==> src/rtl/oecfg_pkg.sv <==
package oecfg_pkg;

    localparam int BYTE_W = 8;

    typedef enum logic [2:0] {
        PH_IDLE,
        PH_RX,
        PH_RX_ACK,
        PH_TX,
        PH_TX_ACK
    } phase_e;

endpackage

==> src/rtl/oecfg_sync.sv <==
module oecfg_sync #(
    parameter int              WIDTH   = 2,
    parameter int              STAGES  = 2,
    parameter logic [WIDTH-1:0] RST_VAL = '1
) (
    input  logic             clk,
    input  logic             rst_n,
    input  logic [WIDTH-1:0] din,
    output logic [WIDTH-1:0] dout
);

    logic [STAGES-1:0][WIDTH-1:0] chain_q;

    for (genvar s = 0; s < STAGES; s++) begin : g_stage
        always_ff @(posedge clk or negedge rst_n) begin
            if (!rst_n) begin
                chain_q[s] <= RST_VAL;
            end else if (s == 0) begin
                chain_q[s] <= din;
            end else begin
                chain_q[s] <= chain_q[(s == 0) ? 0 : s-1];
            end
        end
    end

    assign dout = chain_q[STAGES-1];

endmodule

==> src/rtl/oecfg_bus_events.sv <==
module oecfg_bus_events (
    input  logic clk,
    input  logic rst_n,
    input  logic scl_s,
    input  logic sda_s,
    output logic scl_rise,
    output logic scl_fall,
    output logic start_det,
    output logic stop_det
);

    logic scl_q;
    logic sda_q;

    always_ff @(posedge clk or negedge rst_n) begin
        if (!rst_n) begin
            scl_q <= 1'b1;
            sda_q <= 1'b1;
        end else begin
            scl_q <= scl_s;
            sda_q <= sda_s;
        end
    end

    assign scl_rise  = scl_s & ~scl_q;
    assign scl_fall  = ~scl_s & scl_q;
    // data edge while the clock stays high marks a bus condition
    assign start_det = scl_s & scl_q & sda_q & ~sda_s;
    assign stop_det  = scl_s & scl_q & ~sda_q & sda_s;

endmodule

==> src/rtl/oecfg_i2c_slave.sv <==
module oecfg_i2c_slave
    import oecfg_pkg::*;
#(
    parameter logic [6:0] SLAVE_ADDR  = 7'h69,
    parameter int         NUM_BYTES   = 3,
    parameter int         SYNC_STAGES = 2
) (
    input  logic                        clk,
    input  logic                        rst_n,
    input  logic                        pwr_dn_n,
    input  logic                        scl_i,
    input  logic                        sda_i,
    output logic                        sda_oe,
    output logic [NUM_BYTES*BYTE_W-1:0] oe_bits
);

    localparam int IDX_W = $clog2(NUM_BYTES + 1);
    localparam logic [IDX_W-1:0] IDX_END = IDX_W'(NUM_BYTES);
    localparam logic [1:0] HDR_ADDR = 2'd0;
    localparam logic [1:0] HDR_DATA = 2'd3;

    typedef struct packed {
        phase_e                               phase;
        logic [3:0]                           bit_cnt;
        logic [BYTE_W-1:0]                    shreg;
        logic [1:0]                           hdr;
        logic                                 rd;
        logic                                 ack_seen;
        logic [IDX_W-1:0]                     idx;
        logic                                 drv;
        logic [NUM_BYTES-1:0][BYTE_W-1:0]     regs;
    } state_t;

    state_t st_d, st_q;

    logic [1:0] line_s;
    logic       scl_rise, scl_fall, start_det, stop_det;
    logic [BYTE_W-1:0] rd_byte;

    oecfg_sync #(.WIDTH(2), .STAGES(SYNC_STAGES), .RST_VAL(2'b11)) sync_i (
        .clk   (clk),
        .rst_n (rst_n),
        .din   ({scl_i, sda_i}),
        .dout  (line_s)
    );

    oecfg_bus_events events_i (
        .clk       (clk),
        .rst_n     (rst_n),
        .scl_s     (line_s[1]),
        .sda_s     (line_s[0]),
        .scl_rise  (scl_rise),
        .scl_fall  (scl_fall),
        .start_det (start_det),
        .stop_det  (stop_det)
    );

    // read-back byte selected by the current index, all ones past the end
    always_comb begin
        rd_byte = '1;
        for (int b = 0; b < NUM_BYTES; b++) begin
            if (st_q.idx == IDX_W'(b)) rd_byte = st_q.regs[b];
        end
    end

    always_comb begin
        st_d = st_q;
        if (!pwr_dn_n) begin
            st_d.phase = PH_IDLE;
            st_d.drv   = 1'b0;
        end else if (start_det) begin
            st_d.phase   = PH_RX;
            st_d.bit_cnt = '0;
            st_d.hdr     = HDR_ADDR;
            st_d.idx     = '0;
            st_d.rd      = 1'b0;
            st_d.drv     = 1'b0;
        end else if (stop_det) begin
            st_d.phase = PH_IDLE;
            st_d.drv   = 1'b0;
        end else begin
            unique case (st_q.phase)
                PH_RX: begin
                    if (scl_rise) begin
                        st_d.shreg   = {st_q.shreg[BYTE_W-2:0], line_s[0]};
                        st_d.bit_cnt = st_q.bit_cnt + 4'd1;
                    end else if (scl_fall && st_q.bit_cnt == 4'd8) begin
                        if (st_q.hdr == HDR_ADDR) begin
                            if (st_q.shreg[7:1] == SLAVE_ADDR) begin
                                st_d.rd    = st_q.shreg[0];
                                st_d.hdr   = 2'd1;
                                st_d.drv   = 1'b1;
                                st_d.phase = PH_RX_ACK;
                            end else begin
                                st_d.phase = PH_IDLE;
                            end
                        end else begin
                            if (st_q.hdr == HDR_DATA) begin
                                for (int b = 0; b < NUM_BYTES; b++) begin
                                    if (st_q.idx == IDX_W'(b)) st_d.regs[b] = st_q.shreg;
                                end
                                if (st_q.idx < IDX_END) st_d.idx = st_q.idx + 1'b1;
                            end else begin
                                st_d.hdr = st_q.hdr + 2'd1;
                            end
                            st_d.drv   = 1'b1;
                            st_d.phase = PH_RX_ACK;
                        end
                    end
                end
                PH_RX_ACK: begin
                    if (scl_fall) begin
                        st_d.bit_cnt = '0;
                        if (st_q.rd) begin
                            st_d.shreg = rd_byte;
                            st_d.drv   = ~rd_byte[7];
                            if (st_q.idx < IDX_END) st_d.idx = st_q.idx + 1'b1;
                            st_d.phase = PH_TX;
                        end else begin
                            st_d.drv   = 1'b0;
                            st_d.phase = PH_RX;
                        end
                    end
                end
                PH_TX: begin
                    if (scl_fall) begin
                        st_d.bit_cnt = st_q.bit_cnt + 4'd1;
                        if (st_q.bit_cnt == 4'd7) begin
                            st_d.drv   = 1'b0;
                            st_d.phase = PH_TX_ACK;
                        end else begin
                            st_d.shreg = {st_q.shreg[BYTE_W-2:0], 1'b1};
                            st_d.drv   = ~st_q.shreg[6];
                        end
                    end
                end
                PH_TX_ACK: begin
                    if (scl_rise) begin
                        st_d.ack_seen = ~line_s[0];
                    end else if (scl_fall) begin
                        if (st_q.ack_seen) begin
                            st_d.bit_cnt = '0;
                            st_d.shreg   = rd_byte;
                            st_d.drv     = ~rd_byte[7];
                            if (st_q.idx < IDX_END) st_d.idx = st_q.idx + 1'b1;
                            st_d.phase   = PH_TX;
                        end else begin
                            st_d.phase = PH_IDLE;
                        end
                    end
                end
                default: begin
                    st_d.drv = 1'b0;
                end
            endcase
        end
    end

    always_ff @(posedge clk or negedge rst_n) begin
        if (!rst_n) begin
            st_q.phase    <= PH_IDLE;
            st_q.bit_cnt  <= '0;
            st_q.shreg    <= '0;
            st_q.hdr      <= HDR_ADDR;
            st_q.rd       <= 1'b0;
            st_q.ack_seen <= 1'b0;
            st_q.idx      <= '0;
            st_q.drv      <= 1'b0;
            st_q.regs     <= '1;
        end else begin
            st_q <= st_d;
        end
    end

    assign sda_oe  = st_q.drv;
    assign oe_bits = st_q.regs;

endmodule

==> config.mk <==
export PLATFORM = sky130hd
export DESIGN_NAME = oecfg_i2c_slave
export DESIGN_NICKNAME = d
export VERILOG_FILES = /design/src/rtl/oecfg_pkg.sv /design/src/rtl/oecfg_sync.sv /design/src/rtl/oecfg_bus_events.sv /design/src/rtl/oecfg_i2c_slave.sv
export SDC_FILE = /design/constraint.sdc
export NUM_CORES = 1
export LEC_CHECK = 0
export BUFFER_PORTS_ARGS = -buffer_cell sky130_fd_sc_hd__clkbuf_2
export CAP_MARGIN = 20
export CORE_ASPECT_RATIO = 1.2
export CORE_MARGIN = 5
export CORE_UTILIZATION = 60
export CTS_CLUSTER_SIZE = 28
export DETAILED_ROUTE_END_ITERATION = 12
export HOLD_SLACK_MARGIN = 0.1
export PLACE_DENSITY = 0.87
export SYNTH_ARGS = -nofsm -noshare
export SYNTH_HDL_FRONTEND = slang
export SYNTH_SLANG_ARGS = --single-unit
==> constraint.sdc <==
create_clock -name clk -period 4.05 [get_ports clk]
set_input_delay 0.2025 -clock clk [delete_from_list [all_inputs] [get_ports clk]]
set_output_delay 0.2025 -clock clk [all_outputs]
set_load 0.01 [all_outputs]
==> impl_metrics.toml, run 1 <==
[clock_tree]
cts_max_level = 2
clockBufferDepth = 2
ctsResizeCount = 0
cts_buffers = 5
cts_tree = "built"
cts-root-buf = "clkbuf_8"
clk_latency_ns = 0.32
clkSinkCount = 52
clk_pin_slew_ns = 0.11

[logic_synthesis]
synthDistinctLibCells = 56
synth_top_area_share_pct = 25.5
synth_warnings = 0
synth_area_um2 = 3090
synth_top_cells_by_area = "dfstp_2, dfrtp_1, mux2_2, buf_4, mux2_4"
synth_edf_count = 0
syn_area_per_cell_um2 = 11.0
syn_inst = 281
async_reset_ff_share_pct = 100
syn_nets = 291
ys_ff_latch = 52
seq_area_frac_synth_pct = 43.3
synth-main-ff-cell = "dfstp_2"
synth_area_leader_cell = "dfstp_2"

[outcome]
status = "completed"

[route]
drcViolationCount = 0
vias = 2133
ant_nets = 0
drt_iter0_drc = 142
avgRoutedWirePerCell_um = 17.7
dr.pass1.iters = 4
via_per_inst = 6.11
wirelength_um = 6160

[floorplan]
die_w_um = 75.5
io_pins = 30
die_h_um = 88.6
die_area_um2 = 6690
rows = 28
core_area_um2 = 4970
start_util_pct = 62.1

[critical_path]
timing.rr.end = "oe_bits[16]$_DFFE_PN1P_"
critPathLaunchType = "register"
required_ns = 4.29
startpoint = "st_q[43]$_DFFE_PN0P_"
timing.rr.start = "st_q[43]$_DFFE_PN0P_"
crit_path_end_kind = "register"
critPathMaxFanout = 21
reg2reg_slack_ns = 1.48
r2r_cells = 4
cp_data_arrival_time_ns = 2.81
path_class = "register to register"

[final_layout]
antenna_cells = 0
postLayoutCoreUtil_pct = 65.4
multiInputGateArea_um2 = 1490
layout_commonest_cell = "mux2_2"
regArea_um2 = 1340
final_nets = 298
fin_area_um2 = 3250
area_growth_syn_to_layout_pct = 5.22
layout-drive-gt1-share_pct = 41.9
mostFrequentLayoutCells = "mux2_2, dfstp_2, clkbuf_2, o21ai_0, dfrtp_1"
nFillCells = 376

[min_path]
min_from = "pwr_dn_n"
hp-class = "primary input to register"
hold_depth = 3
hold_end = "st_q[27]$_DFFE_PN0P_"

[global_route]
grt_pass1_wl_um = 10600
grtUsageTotal_pct = 20.6
antenna_found_initial = 0
grt_pass1_vias = 2181
grt_start_max_net_pins = 31
overflow = 0

[place]
placed_area_um2 = 3100
routabilityCongestion = 0.885
io_buffers = 29
post-place-ws_ns = 1.52
hpwl_um = 4500

[timing]
fmax_ghz = 0.389
rsz0062_at_grt = "no"
relSlewSlack_pct = 46.9
setup_violations = 0
tightest_slew_ns = 0.794
post-route-period-util_pct = 63.5
hold_violations = 0
slew_violations = 0
period_minus_slack_ns = 2.57
skew_ns = 0.0156
fin_setup_tns_ns = 0
setup_ws_ns = 1.48

[pwr]
power.leakage_nw = 1.39
power.density_nw_per_um2 = 536
ir_drop_mv = 0.261

[run]
max_cap_violations = 0
==> metrics by stage <==
step | power [mW] | instances | hold WS, ns
detailed placement | 1.34 | 338 | 0.284
CTS | 1.74 | 349 | 0.213
global route | 1.86 | 349 | 0.233
floorplan | 1.20 | 281 | -0.0931
global placement | 1.33 | 338 | 0.271
finish | 1.74 | 349 | 0.218
==> layout make-up <==
type	instances	area share, %
clock buffers	7	3.00
clock inverters	1	0.923
inverters	10	1.15
multi-input cells	186	45.8
flip-flops and latches	52	41.2
well taps	60	2.31
repair buffers	33	5.62
==> metal layers <==
layer  track usage, %  share of wire [%]  vias up
met4             7.00                2.1        0
met3             3.07                4.0       10
met1             25.2                 42     1054
met2             36.4                 52       53
li1                 -                  -     1016
met5                0                  0        -
==> cells by family (layout without fill, tap and decap cells) <==
family | Yosys count | count (layout) | synth area share [%]
compound gates | 64 | 64 | 13.4
xor+xnor | 2 | 2 | 0.810
fa+ha+maj | 5 | 5 | 2.02
buf+inv | 43 | 51 | 8.46
flops | 52 | 52 | 43.3
mux | 45 | 45 | 17.2
simple gates | 70 | 70 | 14.8
==> cells in the mapped netlist (3+ instances only) <==
library cell / instances
mux2_2: 34
dfstp_2: 30
buf_4: 24
o21ai_0: 23
dfrtp_1: 22
nand2_1: 14
nor2_1: 12
a21oi_1: 10
inv_1: 10
mux2_4: 8
o221ai_1: 7
clkbuf_1: 6
nand2b_1: 6
ha_1: 5
nand3_1: 5
nor3_1: 4
mux2i_1: 3
nand4b_1: 3
nor2b_1: 3
nor4bb_1: 3
o31ai_1: 3
==> registers in the layout, summed over array words and instances, names as in the netlist <==
register / count
events_i.scl_q: 1
events_i.sda_q: 1
oe_bits: 24
sda_oe: 1
st_q: 21
sync_i.chain_q: 2
sync_i.dout: 2
==> critical path: stages (launching register included) <==
cell     delay [ns]
dfrtp_1        0.70
nor3b_2        0.46
nand3_4        0.18
or4_1          0.76
mux2_4         0.39
==> repair_timing <==
action / CTS / global route
buffers inserted: 0 / 0
endpoints found under the hold margin: 12 / 0
hold buffers: 3 / 0
==> power by group <==
| group | leakage, nW | total (mW) | switching, mW | internal [mW] |
|---|---|---|---|---|
| clock network | 0.0636 | 0.397 | 0.174 | 0.222 |
| registers | 0.593 | 0.787 | 0.177 | 0.610 |
| logic | 0.737 | 0.559 | 0.318 | 0.241 |
==> worst max-delay path by stage <==
stage	slack, ns	endpoint	cells after the start
2_1_floorplan	2.01	oe_bits[16]$_DFFE_PN1P_	6
3_3_place_gp	1.56	oe_bits[17]$_DFFE_PN1P_	4
3_5_place_dp	1.52	oe_bits[16]$_DFFE_PN1P_	4
4_1_cts	1.49	oe_bits[16]$_DFFE_PN1P_	4
5_1_grt	1.33	oe_bits[16]$_DFFE_PN1P_	4
6_report	1.48	oe_bits[16]$_DFFE_PN1P_	4
Power figures use the tool's default switching activity.
==> run 2, diff against run 1 <==
--- a/config.mk
+++ b/config.mk
@@ -9,11 +9,11 @@
 export CAP_MARGIN = 20
 export CORE_ASPECT_RATIO = 1.2
 export CORE_MARGIN = 5
-export CORE_UTILIZATION = 60
+export CORE_UTILIZATION = 59
 export CTS_CLUSTER_SIZE = 28
 export DETAILED_ROUTE_END_ITERATION = 12
 export HOLD_SLACK_MARGIN = 0.1
-export PLACE_DENSITY = 0.87
+export PLACE_DENSITY = 0.86
 export SYNTH_ARGS = -nofsm -noshare
 export SYNTH_HDL_FRONTEND = slang
 export SYNTH_SLANG_ARGS = --single-unit
==> constraint.sdc (replaced) <==
create_clock -name clk -period 2.51 [get_ports clk]
set_input_delay 0.1255 -clock clk [delete_from_list [all_inputs] [get_ports clk]]
set_output_delay 0.1255 -clock clk [all_outputs]
set_load 0.01 [all_outputs]
==> impl_metrics.toml, run 2 (synthesis results as in run 1) <==
[place]
hpwl_um = 4800
io_buffers = 29
routabilityCongestion = 0.957
placed_area_um2 = 3190

[global_route]
grt_start_max_net_pins = 27
grt_pass1_wl_um = 10900
antenna_found_initial = 0
overflow = 0
grtUsageTotal_pct = 19.9
grt_pass1_vias = 2224

[final_layout]
fin_area_um2 = 3310
area_growth_syn_to_layout_pct = 7.16
postLayoutCoreUtil_pct = 66.1
antenna_cells = 0
layout_commonest_cell = "mux2_2"
mostFrequentLayoutCells = "mux2_2, dfstp_2, clkbuf_2, o21ai_0, dfrtp_1"
largest_reg_flops = 24
nFillCells = 385
final_nets = 310
layout-drive-gt1-share_pct = 44.5

[pwr]
power_mw = 2.77
power.leakage_nw = 1.43
power.density_nw_per_um2 = 836
ir_drop_mv = 0.447

[clock_tree]
cts_max_level = 2
cts_buffers = 5
clkSinkCount = 52
cts-root-buf = "clkbuf_8"
cts_tree = "built"
clk_pin_slew_ns = 0.09
clk_latency_ns = 0.31
clockBufferDepth = 2

[route]
avgRoutedWirePerCell_um = 17.4
dr.pass1.iters = 4
wirelength_um = 6280
via_per_inst = 5.96
ant_nets = 0
drt_iter0_drc = 121
vias = 2153
drcViolationCount = 0

[timing]
fin_setup_tns_ns = 0
rsz0062_at_grt = "no"
slew_violations = 0
relSlewSlack_pct = 58.3
hold_violations = 0
tightest_slew_ns = 0.625
fmax_ghz = 0.437
period_minus_slack_ns = 2.29
setup_violations = 0
post-route-period-util_pct = 91.1
skew_ns = 0.0123
fin_hold_ws_ns = 0.145

[critical_path]
path_class = "register to register"
critPathMaxFanout = 8
cp_data_arrival_time_ns = 2.52
reg2reg_slack_ns = 0.22
timing.rr.end = "oe_bits[17]$_DFFE_PN1P_"
timing.rr.start = "st_q[29]$_DFFE_PN0P_"
crit_path_end_kind = "register"
r2r_cells = 7
required_ns = 2.75
critPathLaunchType = "register"

[floorplan]
io_pins = 30
core_area_um2 = 5010
start_util_pct = 61.7
die_w_um = 76.1
die_h_um = 89.3
rows = 28
die_area_um2 = 6790

[min_path]
hold_end = "st_q[27]$_DFFE_PN0P_"
hold_depth = 3
min_from = "pwr_dn_n"
hp-class = "primary input to register"

[outcome]
status = "completed"

[run]
max_cap_violations = 0
==> run 2: cell types whose count changed in the layout (fill, tap and decap cells not counted) <==
cell        previous run  this run
clkinvlp_4             0         2
clkbuf_1               1         0
clkbuf_16              1         0
clkbuf_8               5         6
buf_4                  1        13
bufinv_16              1         0
==> run 2: worst max path at each step <==
stage                        startpoint                      end  slack [ns]  cells after the start
2_1_floorplan  sync_i.dout[0]$_DFF_PN1_  oe_bits[16]$_DFFE_PN1P_        0.47                      6
3_3_place_gp   sync_i.dout[0]$_DFF_PN1_  oe_bits[21]$_DFFE_PN1P_        0.28                      5
3_5_place_dp       st_q[29]$_DFFE_PN0P_  oe_bits[17]$_DFFE_PN1P_        0.23                      7
4_1_cts            st_q[29]$_DFFE_PN0P_  oe_bits[17]$_DFFE_PN1P_        0.21                      7
5_1_grt            st_q[29]$_DFFE_PN0P_  oe_bits[17]$_DFFE_PN1P_         0.1                      7
6_report           st_q[29]$_DFFE_PN0P_  oe_bits[17]$_DFFE_PN1P_        0.22                      7
==> run 2: what timing repair did <==
item,4_1_cts,5_1_grt
hold endpoints to repair,28,0
gates resized for setup,0,0
hold buffers,3,0
buffers inserted,0,0
==> run 2: worst max-delay path, cell delays in order, from the launching register on <==
cell and delay (ns):
dfrtp_1 0.38, inv_1 0.08, ha_1 0.26, inv_1 0.09, nand3_1 0.09, or2_4 0.27, or4_1 0.66, mux2_4 0.39
==> run 2: layer usage <==
metal | up-vias | share of wire, % | global-route usage [%]
met5 | - | 0 | 0
met4 | 0 | 2.2 | 7.79
met3 | 10 | 4.2 | 3.73
met2 | 51 | 52 | 35.9
met1 | 1053 | 42 | 23.7
li1 | 1039 | - | -
==> run 2: report_power, final <==
group / switching, mW / internal, mW
sequential: 0.222 / 0.985
combinational: 0.607 / 0.458
clock: 0.274 / 0.223
==> run 2: final cells by class <==
| cell class | count | area [µm²] | share of cell area [%] |
|---|---|---|---|
| inverter | 10 | 37.5 | 1.13 |
| timing repair buffer | 45 | 273 | 8.23 |
| sequential | 52 | 1340 | 40.4 |
| clock inverter | 2 | 15.0 | 0.453 |
| multi-input combinational | 186 | 1490 | 45.0 |
| clock buffer | 6 | 82.6 | 2.49 |
| tap | 60 | 75.1 | 2.27 |
==> run 2: through the flow <==
step,setup slack (ns),cells
after global routing,0.0951,361
after CTS,0.208,361
final,0.224,361
after floorplan,0.472,281
after detailed placement,0.227,350
after global placement,0.276,350
==> run 3, diff against run 2 <==
==> constraint.sdc (replaced) <==
create_clock -name clk -period 2.35 [get_ports clk]
set_input_delay 0 -clock clk [delete_from_list [all_inputs] [get_ports clk]]
set_output_delay 0 -clock clk [all_outputs]
set_load 0.01 [all_outputs]
==> impl_metrics.toml, run 3 (synthesis results as in run 1) <==
[route]
drt_iter0_drc = 133
wirelength_um = 6550
drcViolationCount = 0
ant_nets = 0
dr.pass1.iters = 4
vias = 2206
via_per_inst = 6.09
avgRoutedWirePerCell_um = 18.1

[final_layout]
layout_commonest_cell = "mux2_2"
fin_cells = 362
layout-drive-gt1-share_pct = 44.7
postLayoutCoreUtil_pct = 66.4
largest_reg_flops = 24
antenna_cells = 0
area_growth_syn_to_layout_pct = 7.57
mostFrequentLayoutCells = "mux2_2, dfstp_2, clkbuf_2, o21ai_0, dfrtp_1"
final_nets = 311

[timing]
fmax_ghz = 0.471
fin_setup_tns_ns = 0
skew_ns = 0.00997
setup_violations = 0
setup_ws_ns = 0.226
post-route-period-util_pct = 90.4
rsz0062_at_grt = "no"
hold_violations = 0
slew_violations = 0
tightest_slew_ns = 0.655
relSlewSlack_pct = 56.3
period_minus_slack_ns = 2.12

[global_route]
grt_pass1_wl_um = 11200
grtUsageTotal_pct = 20.7
antenna_found_initial = 0
grt_start_max_net_pins = 53
grt_pass1_vias = 2296
overflow = 0

[critical_path]
cp_data_arrival_time_ns = 2.33
crit_path_end_kind = "register"
required_ns = 2.56
critPathLaunchType = "register"
path_class = "register to register"
critPathMaxFanout = 8

[floorplan]
rows = 28
start_util_pct = 61.7
die_w_um = 76.1
die_h_um = 89.3
die_area_um2 = 6790
core_area_um2 = 5010
io_pins = 30

[clock_tree]
clk_latency_ns = 0.31
post_cts_buffers = 0
clk_pin_slew_ns = 0.10
cts_buffers = 5
cts_tree = "built"
cts_max_level = 2
clkSinkCount = 52
clockBufferDepth = 2
cts-root-buf = "clkbuf_8"

[place]
io_buffers = 29
dp.cells = 350
post-place-ws_ns = 0.0696
routabilityCongestion = 0.957
hpwl_um = 4850

[min_path]
hp-class = "primary input to register"

[outcome]
status = "completed"

[run]
max_cap_violations = 0

[pwr]
power.density_nw_per_um2 = 896
ir_drop_mv = 0.553
power.leakage_nw = 1.44
power_mw = 2.98
run 3: where the power goes:
part | switching, mW | internal [mW]
registers | 0.238 | 1.05
logic | 0.662 | 0.490
clock network | 0.317 | 0.219
run 3: final timing paths:
path	start	end	slack [ns]	cells past startpoint
max in group asynchronous	rst_n	st_q[29]$_DFFE_PN0P_	1.61	3
worst min-delay path	scl_i	sync_i.chain_q[1]$_DFF_PN1_	0.31	2
worst min register to register	sync_i.chain_q[1]$_DFF_PN1_	sync_i.dout[1]$_DFF_PN1_	0.36	0
worst max-delay path	sync_i.dout[0]$_DFF_PN1_	st_q[38]$_DFFE_PN0P_	0.23	6
worst max register to register	sync_i.dout[0]$_DFF_PN1_	st_q[38]$_DFFE_PN0P_	0.23	6
min in group asynchronous	rst_n	st_q[26]$_DFFE_PN0P_	0.33	3
run 3: timing repair:
item	4_1_cts	5_1_grt
gates resized for setup	0	1
endpoints found under the setup margin	0	8
hold buffers	4	0
endpoints found under the hold margin	25	0
run 3: through the flow:
step / cell area (µm²) / hold WS [ns]
2_1_floorplan: 3090 / -0.296
3_3_place_gp: 3190 / 0.0883
3_5_place_dp: 3190 / 0.0897
5_1_grt: 3330 / 0.316
6_report: 3330 / 0.315
4_1_cts: 3320 / 0.299
run 3: layer usage:
layer / GRT usage (%) / vias to the layer above / routed length [µm]
met5: 0 / - / 0
met4: 11.1 / 0 / 231
met3: 3.93 / 19 / 290
met2: 37.4 / 69 / 3450
met1: 23.4 / 1076 / 2580
li1: - / 1042 / -
run 3: area by class of cell:
cell class | instances | area (µm²)
clock inverter | 3 | 27.5
multi-input combinational | 186 | 1500
sequential | 52 | 1340
tap | 60 | 75.1
fill | 389 | 1680
timing repair buffer | 46 | 283
clock buffer | 5 | 68.8
inverter | 10 | 37.5
run 3: critical path: stages (launching register included):
cell and delay, ns:
dfstp_2 0.62, xnor2_2 0.16, o21ai_2 0.08, buf_4 0.16
o21bai_1 0.21, nor3_4 0.40, mux2_2 0.39
